--- config.mk ---
export PLATFORM = sky130hd
export DESIGN_NAME = rld_timer
export DESIGN_NICKNAME = d
export VERILOG_FILES = /design/src/rtl/rt_pkg.sv /design/src/rtl/rt_regs.sv /design/src/rtl/rt_counter.sv /design/src/rtl/rt_outmux.sv /design/src/rtl/rld_timer.sv
export SDC_FILE = /design/constraint.sdc
export NUM_CORES = 1
export LEC_CHECK = 0
export ABC_AREA = 1
export ABC_CLOCK_PERIOD_IN_PS = 2600
export BUFFER_PORTS_ARGS = -buffer_cell sky130_fd_sc_hd__buf_2
export CORE_UTILIZATION = 60
export DETAILED_ROUTE_END_ITERATION = 8
export PLACE_DENSITY_LB_ADDON = 0.3
export REMOVE_ABC_BUFFERS = 1
export SLEW_MARGIN = 20
export SYNTH_ARGS = -nofsm -noshare
export SYNTH_HDL_FRONTEND = slang
export SYNTH_SLANG_ARGS = --single-unit
export TNS_END_PERCENT = 50
--- constraint.sdc ---
create_clock -name clk -period 2.6 [get_ports clk]
set_clock_uncertainty 0.2 [all_clocks]
set_input_delay 0.52 -clock clk [delete_from_list [all_inputs] [get_ports clk]]
set_output_delay 0.52 -clock clk [all_outputs]
set_load 0.01 [all_outputs]
--- src/rtl/rt_pkg.sv ---
// Shared types and control-bit positions for the reload timer.
// Assumes the bus data width is at least 7 bits so all control bits fit.
package rt_pkg;

    localparam int B_ARM   = 0;
    localparam int B_START = 1;
    localparam int B_AUTO  = 2;
    localparam int B_IE    = 3;
    localparam int B_FLAG  = 4;
    localparam int B_INV   = 5;
    localparam int B_PSEL  = 6;

    localparam logic [1:0] A_CTRL   = 2'd0;
    localparam logic [1:0] A_RELOAD = 2'd1;
    localparam logic [1:0] A_COUNT  = 2'd2;

    typedef struct packed {
        logic pin_sel;
        logic invert;
        logic flag;
        logic irq_en;
        logic auto_rl;
        logic arm;
    } ctrl_t;

endpackage

--- src/rtl/rt_regs.sv ---
// Control and reload registers plus trigger generation.
// The start bit is not stored. An external rising edge is found by comparing
// the input against its value in the previous cycle. The caller guarantees
// that the input is already synchronous to clk.
module rt_regs
    import rt_pkg::*;
#(
    parameter int CNT_W = 16
) (
    input  logic             clk,
    input  logic             rst_n,
    input  logic             wr_en,
    input  logic [1:0]       addr,
    input  logic [CNT_W-1:0] wdata,
    input  logic             ext_trig,
    input  logic             svc_ack,
    input  logic             uf,
    output ctrl_t            ctrl,
    output logic [CNT_W-1:0] reload,
    output logic             arm_eff,
    output logic             trig
);

    logic wr_ctrl;
    logic wr_rel;
    logic ext_d;
    logic ext_rise;
    logic sw_start;

    // Decode the write strobes and form the trigger.
    always_comb begin
        wr_ctrl  = wr_en && (addr == A_CTRL);
        wr_rel   = wr_en && (addr == A_RELOAD);
        ext_rise = ext_trig && !ext_d;
        sw_start = wr_ctrl && wdata[B_START];
        arm_eff  = wr_ctrl ? wdata[B_ARM] : ctrl.arm;
        trig     = arm_eff && (sw_start || ext_rise);
    end

    // Hold the previous external trigger level for edge detection.
    always_ff @(posedge clk) begin
        if (!rst_n) ext_d <= 1'b0;
        else        ext_d <= ext_trig;
    end

    // Control bits other than the flag load directly on a control write.
    always_ff @(posedge clk) begin
        if (!rst_n) begin
            ctrl.arm     <= 1'b0;
            ctrl.auto_rl <= 1'b0;
            ctrl.irq_en  <= 1'b0;
            ctrl.invert  <= 1'b0;
            ctrl.pin_sel <= 1'b0;
        end else if (wr_ctrl) begin
            ctrl.arm     <= wdata[B_ARM];
            ctrl.auto_rl <= wdata[B_AUTO];
            ctrl.irq_en  <= wdata[B_IE];
            ctrl.invert  <= wdata[B_INV];
            ctrl.pin_sel <= wdata[B_PSEL];
        end
    end

    // Sticky underflow flag: a set beats a clear by write-0 or by acknowledge.
    always_ff @(posedge clk) begin
        if (!rst_n)                                ctrl.flag <= 1'b0;
        else if (uf)                               ctrl.flag <= 1'b1;
        else if (svc_ack || (wr_ctrl && !wdata[B_FLAG])) ctrl.flag <= 1'b0;
    end

    // Reload value register.
    always_ff @(posedge clk) begin
        if (!rst_n)      reload <= '0;
        else if (wr_rel) reload <= wdata;
    end

endmodule

--- src/rtl/rt_counter.sv ---
// Down-counter with standby, trigger load, underflow and wave toggle.
// Assumes trig is already qualified by arm_eff. A trigger in the cycle of an
// underflow wins and suppresses the underflow.
module rt_counter #(
    parameter int CNT_W = 16
) (
    input  logic             clk,
    input  logic             rst_n,
    input  logic             arm_eff,
    input  logic             trig,
    input  logic             tick,
    input  logic             auto_rl,
    input  logic [CNT_W-1:0] reload,
    output logic [CNT_W-1:0] count,
    output logic             running,
    output logic             toggle,
    output logic             uf
);

    logic at_zero;

    // Detect an underflow this cycle.
    always_comb begin
        at_zero = (count == '0);
        uf      = arm_eff && !trig && running && tick && at_zero;
    end

    // Count state: disarm stops, a trigger loads, a tick decrements or underflows.
    always_ff @(posedge clk) begin
        if (!rst_n) begin
            count   <= '0;
            running <= 1'b0;
        end else if (!arm_eff) begin
            running <= 1'b0;
        end else if (trig) begin
            count   <= reload;
            running <= 1'b1;
        end else if (running && tick) begin
            if (at_zero) begin
                if (auto_rl) begin
                    count <= reload;
                end else begin
                    count   <= '1;
                    running <= 1'b0;
                end
            end else begin
                count <= count - 1'b1;
            end
        end
    end

    // Wave level for auto-reload mode: flips on every underflow.
    always_ff @(posedge clk) begin
        if (!rst_n)               toggle <= 1'b0;
        else if (uf && auto_rl)   toggle <= !toggle;
    end

endmodule

--- src/rtl/rt_outmux.sv ---
// Forms the timer wave, applies polarity, muxes the pin and gates the interrupt.
// Purely combinational; all inputs are registered elsewhere or come from ports.
module rt_outmux (
    input  logic auto_rl,
    input  logic toggle,
    input  logic running,
    input  logic invert,
    input  logic pin_sel,
    input  logic gpio_out,
    input  logic irq_en,
    input  logic flag,
    output logic pin_out,
    output logic irq
);

    logic wave;

    // Select the wave by mode, then drive the pin and the request.
    always_comb begin
        wave    = auto_rl ? toggle : running;
        pin_out = pin_sel ? (wave ^ invert) : gpio_out;
        irq     = irq_en && flag;
    end

endmodule

--- src/rtl/rld_timer.sv ---
// Reload down-counter timer top: registers, counter, output mux and read mux.
// Assumes tick and ext_trig are synchronous to clk.
module rld_timer
    import rt_pkg::*;
#(
    parameter int CNT_W = 16
) (
    input  logic             clk,
    input  logic             rst_n,
    input  logic             wr_en,
    input  logic [1:0]       addr,
    input  logic [CNT_W-1:0] wdata,
    output logic [CNT_W-1:0] rdata,
    input  logic             tick,
    input  logic             ext_trig,
    input  logic             svc_ack,
    input  logic             gpio_out,
    output logic             pin_out,
    output logic             irq
);

    localparam int CTRL_BITS = B_PSEL + 1;

    ctrl_t            ctrl_w;
    logic [CNT_W-1:0] reload_w;
    logic [CNT_W-1:0] count_w;
    logic             arm_eff_w;
    logic             trig_w;
    logic             run_w;
    logic             tgl_w;
    logic             uf_w;
    logic [CTRL_BITS-1:0] ctrl_rd;

    rt_regs #(.CNT_W(CNT_W)) u_regs (
        .clk      (clk),
        .rst_n    (rst_n),
        .wr_en    (wr_en),
        .addr     (addr),
        .wdata    (wdata),
        .ext_trig (ext_trig),
        .svc_ack  (svc_ack),
        .uf       (uf_w),
        .ctrl     (ctrl_w),
        .reload   (reload_w),
        .arm_eff  (arm_eff_w),
        .trig     (trig_w)
    );

    rt_counter #(.CNT_W(CNT_W)) u_cnt (
        .clk     (clk),
        .rst_n   (rst_n),
        .arm_eff (arm_eff_w),
        .trig    (trig_w),
        .tick    (tick),
        .auto_rl (ctrl_w.auto_rl),
        .reload  (reload_w),
        .count   (count_w),
        .running (run_w),
        .toggle  (tgl_w),
        .uf      (uf_w)
    );

    rt_outmux u_mux (
        .auto_rl  (ctrl_w.auto_rl),
        .toggle   (tgl_w),
        .running  (run_w),
        .invert   (ctrl_w.invert),
        .pin_sel  (ctrl_w.pin_sel),
        .gpio_out (gpio_out),
        .irq_en   (ctrl_w.irq_en),
        .flag     (ctrl_w.flag),
        .pin_out  (pin_out),
        .irq      (irq)
    );

    // Pack the control word for reading; the start bit always reads 0.
    always_comb begin
        ctrl_rd          = '0;
        ctrl_rd[B_ARM]   = ctrl_w.arm;
        ctrl_rd[B_AUTO]  = ctrl_w.auto_rl;
        ctrl_rd[B_IE]    = ctrl_w.irq_en;
        ctrl_rd[B_FLAG]  = ctrl_w.flag;
        ctrl_rd[B_INV]   = ctrl_w.invert;
        ctrl_rd[B_PSEL]  = ctrl_w.pin_sel;
    end

    // Read mux.
    always_comb begin
        unique case (addr)
            A_CTRL:   rdata = {{(CNT_W-CTRL_BITS){1'b0}}, ctrl_rd};
            A_RELOAD: rdata = reload_w;
            A_COUNT:  rdata = count_w;
            default:  rdata = '0;
        endcase
    end

endmodule

After elaboration in Yosys (flattened, before gate mapping) --
Cells that the tools add are included.
Word-level totals: bits of input ports 25, output and inout bits 18, word-level logic and storage cells 57, flip-flop bits (word level) 41
Cells by class: add/sub/neg operators 1, reductions and logical operators 27, bitwise gates (word level) 1, equality and inequality tests 3, multiplexer cells 14
Operators by type and width (number):
- 16-bit 2-to-1 mux | 4
- 16-bit case mux with 3 select lines | 1
- 16-bit logical NOT | 1
- 16-bit by 1-bit subtractor with 16-bit output (second input constant) | 1
- 1-bit logical AND | 13
- 1-bit 2-to-1 mux | 9
- 2-bit nonzero test | 3
- 1-bit logical NOT | 4
- 2-bit AND reduction | 2
- 3-bit AND reduction | 1
- 2-bit by 1-bit equality test with 1-bit output (second input constant) | 1
- 2-bit equality test (second input constant) | 1
- 2-bit logical NOT | 1
- 1-bit logical OR | 2
- 2-bit by 1-bit != test with 1-bit output (second input constant) | 1
- 1-bit bitwise XOR | 1

Logic depth before layout (Yosys ltp) --
depth after elaboration 11, gate-level depth with buffers 12, mapped depth without buffers 12

Cells and area by module --
From an unflattened synthesis, not the netlist that was laid out.
Second synthesis, totals: cell total of the unflattened synthesis 402, area, all modules 2622.5 sq um
By module, submodules not included:
- rt_counter | times used 1, sequential area each 360.3 sq um, area an instance 1425.1 sq um, cells an instance 212
- rt_regs | times used 1, sequential area each 460.4 sq um, area an instance 852.1 sq um, cells an instance 113
- rld_timer | times used 1, sequential area each 0.0 sq um, area an instance 281.5 sq um, cells an instance 61
- rt_outmux | times used 1, sequential area each 0.0 sq um, area an instance 63.8 sq um, cells an instance 16

Worst setup path before layout --
No wires, ideal clock.
path kind input -> output, start in addr[0], end out rdata[9], setup slack 0.431 ns, data required time 1.880 ns, arrival time 1.449 ns, cell stages on the path 5, path buffers 1, cell sequence inv_1 > nor2_1 > inv_1 > clkbuf_1 > o21ai_0
Between the ends: longest elaborated chain between the ends 2, elaborated cells between the ends (all ways) 4, those cells by class 2 x eq/ne; 1 x mux; 1 x reduce/logical
Ends and longest elaborated chain:
- from (decl) | line rld_timer.sv:11 | input logic [1:0] addr,
- 2-bit equality test, or another cell as far along | line rld_timer.sv:89 | unique case (addr)
- 16-bit case mux with 3 select lines * | line rld_timer.sv:89
- to (decl) | line rld_timer.sv:13 | output logic [CNT_W-1:0] rdata,
Every way passes the cells marked *; elsewhere a longest branch is shown, timed or not.

Worst setup path after layout --
start in addr[0], end out rdata[4]
The elaborated chain is that of the path after synthesis.

==> results.yml <==
yosys:
  yosysSeqAreaShare: 0.336
  ys.flop_type: "dfxtp_1"
  netlist_area_um2: 2450
  syn-instance-count: 374
  avgSynthCellArea_um2: 6.54
  synthArstFlopShare: 0
  yosysWarnings: 0
  synth_cell_types: 27
  synth_edf_count: 0
  ys_seq_elements: 41
clock_tree:
  cts_hold_buf: 0
  post_cts_buffers: 0
  ctsLongestPathBuffers: 2
  cts_inserted_buffers: 5
  clkSlewWorstSetupHoldPaths_ns: 0.08
  cts.htree.levels: 2
  clkSinkCount: 41
  clkLatencyLatePin_ns: 0.30
  cts_root_buf: "clkbuf_8"
  cts-resized-gates: 0
  cts_tree: "done"
routing:
  drc_errors: 0
  dr.pass1.iters: 5
  route.met3.wl_um: 480
  ant_nets: 0
  vias: 2606
  wl_um: 6310
  top_layer: "met4"
  vias_per_cell: 5.62
  drt-met1-wl_um: 2790
  wl_per_cell_um: 13.6
  dr_wl_met2_um: 2940
  first_iter_violations: 291
final_layout:
  layout_common_cells: "nand2_1, inv_1, nor2_1, buf_2, dfxtp_1"
  layout_commonest_cell: "nand2_1"
  postLayoutCellArea_um2: 2790
  multi_input_area_um2: 1330
  n_fill_cell: 326
  drive_gt1_frac: 0.168
  regArea_um2: 821
  diodes: 0
  areaGrowthSynthToFinish_pct: 14.0
  layout.nets: 443
global_route:
  grt_pass1_wl_um: 10500
  grt_max_degree: 21
  gr-total-overflow: 0
  grt_pass1_vias: 2338
  antenna_found_initial: 0
  grt_usage: 0.319
timing:
  hold_violations: 0
  tightest_slew_ns: 0.549
  rsz0062_at_grt: "false"
  slew_headroom: 0.633
  slew_violations: 0
  setup_viol: 0
  fin_setup_tns_ns: 0
  period_needed_ns: 2.19
  fmaxAchievable_ghz: 0.456
  period_share: 0.844
worst_setup_path:
  critPathCaptureType: "primary output"
  startpoint_type: "primary input"
  crit_type: "primary input to primary output"
  arrival_ns: 1.47
  cp_max_fo: 12
  cp.required_ns: 1.88
status:
  outcome: "finished clean"
placement:
  placed_area_um2: 2690
  place.gp.congestion: 1.01
  numPortBuffers: 42
  hpwl_um: 4600
power:
  worst_ir_drop_vdd_uv: 435
  power.density_nw_per_um2: 577
  p_leak_nw: 1.34
die:
  ios: 43
  core_um2: 3770
  die-area_um2: 4340
  fp-row-count: 22
  dieHeight_um: 65.9
  start_util: 0.649
  die_w_um: 65.9
flow_run:
  drv_cap: 0
min_path:
  holdCritPathClass: "primary input to flip-flop"
[logic make-up after synthesis]
group                    after synthesis  synth area share
AND/OR/NAND/NOR                      170             0.321
XOR/XNOR                               8            0.0286
buffers and inverters                 70             0.119
adder cells (fa/ha/maj)                2            0.0102
AO/OA/AOI/OAI                         83             0.185
flip-flops                            41             0.336
[registers in the layout, indices dropped and copies added, names as in the netlist]
name	count
u_cnt.count	16
u_cnt.running	1
u_cnt.toggle	1
u_regs.ctrl	6
u_regs.ext_d	1
u_regs.reload	16
[cell usage after synthesis (all sizes together) (3+ instances only)]
cell type / instances / area share
nand4: 3 / 0.0077
nand3: 37 / 0.076
xor2: 8 / 0.029
o221ai: 5 / 0.018
dfxtp: 41 / 0.34
nand2: 81 / 0.15
o21ai: 30 / 0.061
buf: 5 / 0.019
o22ai: 9 / 0.023
clkbuf: 8 / 0.012
inv: 56 / 0.086
a21oi: 36 / 0.074
nor2: 47 / 0.082
[critical path: stages]
cell and delay, ns:
buf_2 0.12, inv_1 0.08, nor2_1 0.05, inv_1 0.33
o221ai_1 0.19, buf_2 0.17
[through the flow]
step	instances	total power, W	hold WS, ns	setup WS [ns]	utilization
floorplan	361	0.000982	0.241	0.492	-
global placement	457	0.00110	0.265	0.369	0.712
finish	464	0.00161	0.207	0.405	0.740
CTS	464	0.00161	0.206	0.407	0.740
global route	464	0.00169	0.215	0.287	0.740
detailed placement	457	0.00111	0.272	0.303	0.712
[metal layers]
layer,GRT usage,up-vias
li1,-,1295
met1,0.413,1176
met2,0.522,121
met3,0.0534,14
met4,0.128,0
met5,0,-
[final timing paths]
check                          from           endpoint  slack [ns]  depth (start not counted)
setup reg to reg     u_cnt.count[0]     u_cnt.count[0]        0.54                         12
hold / removal             ext_trig       u_regs.ext_d        0.21                          3
hold reg to reg   u_regs.reload[12]  u_regs.reload[12]        0.28                          2
setup / recovery            addr[0]           rdata[4]        0.41                          6
[final cells by class]
cell class	instances	share of cell area
multi-input cells	263	0.478
flip-flops and latches	41	0.294
repair buffers	48	0.0915
inverters	57	0.0772
clock buffers	5	0.0247
well taps	48	0.0215
clock inverters	2	0.0126
[power by group]
| group | leakage, nW | switching [W] | internal [W] |
|---|---|---|---|
| registers | 0.334 | 0.0000199 | 0.000655 |
| clock network | 0.0540 | 0.000226 | 0.000279 |
| logic | 0.950 | 0.000286 | 0.000144 |
| total | 1.34 | 0.000532 | 0.00108 |
Power figures use the tool's default switching activity.
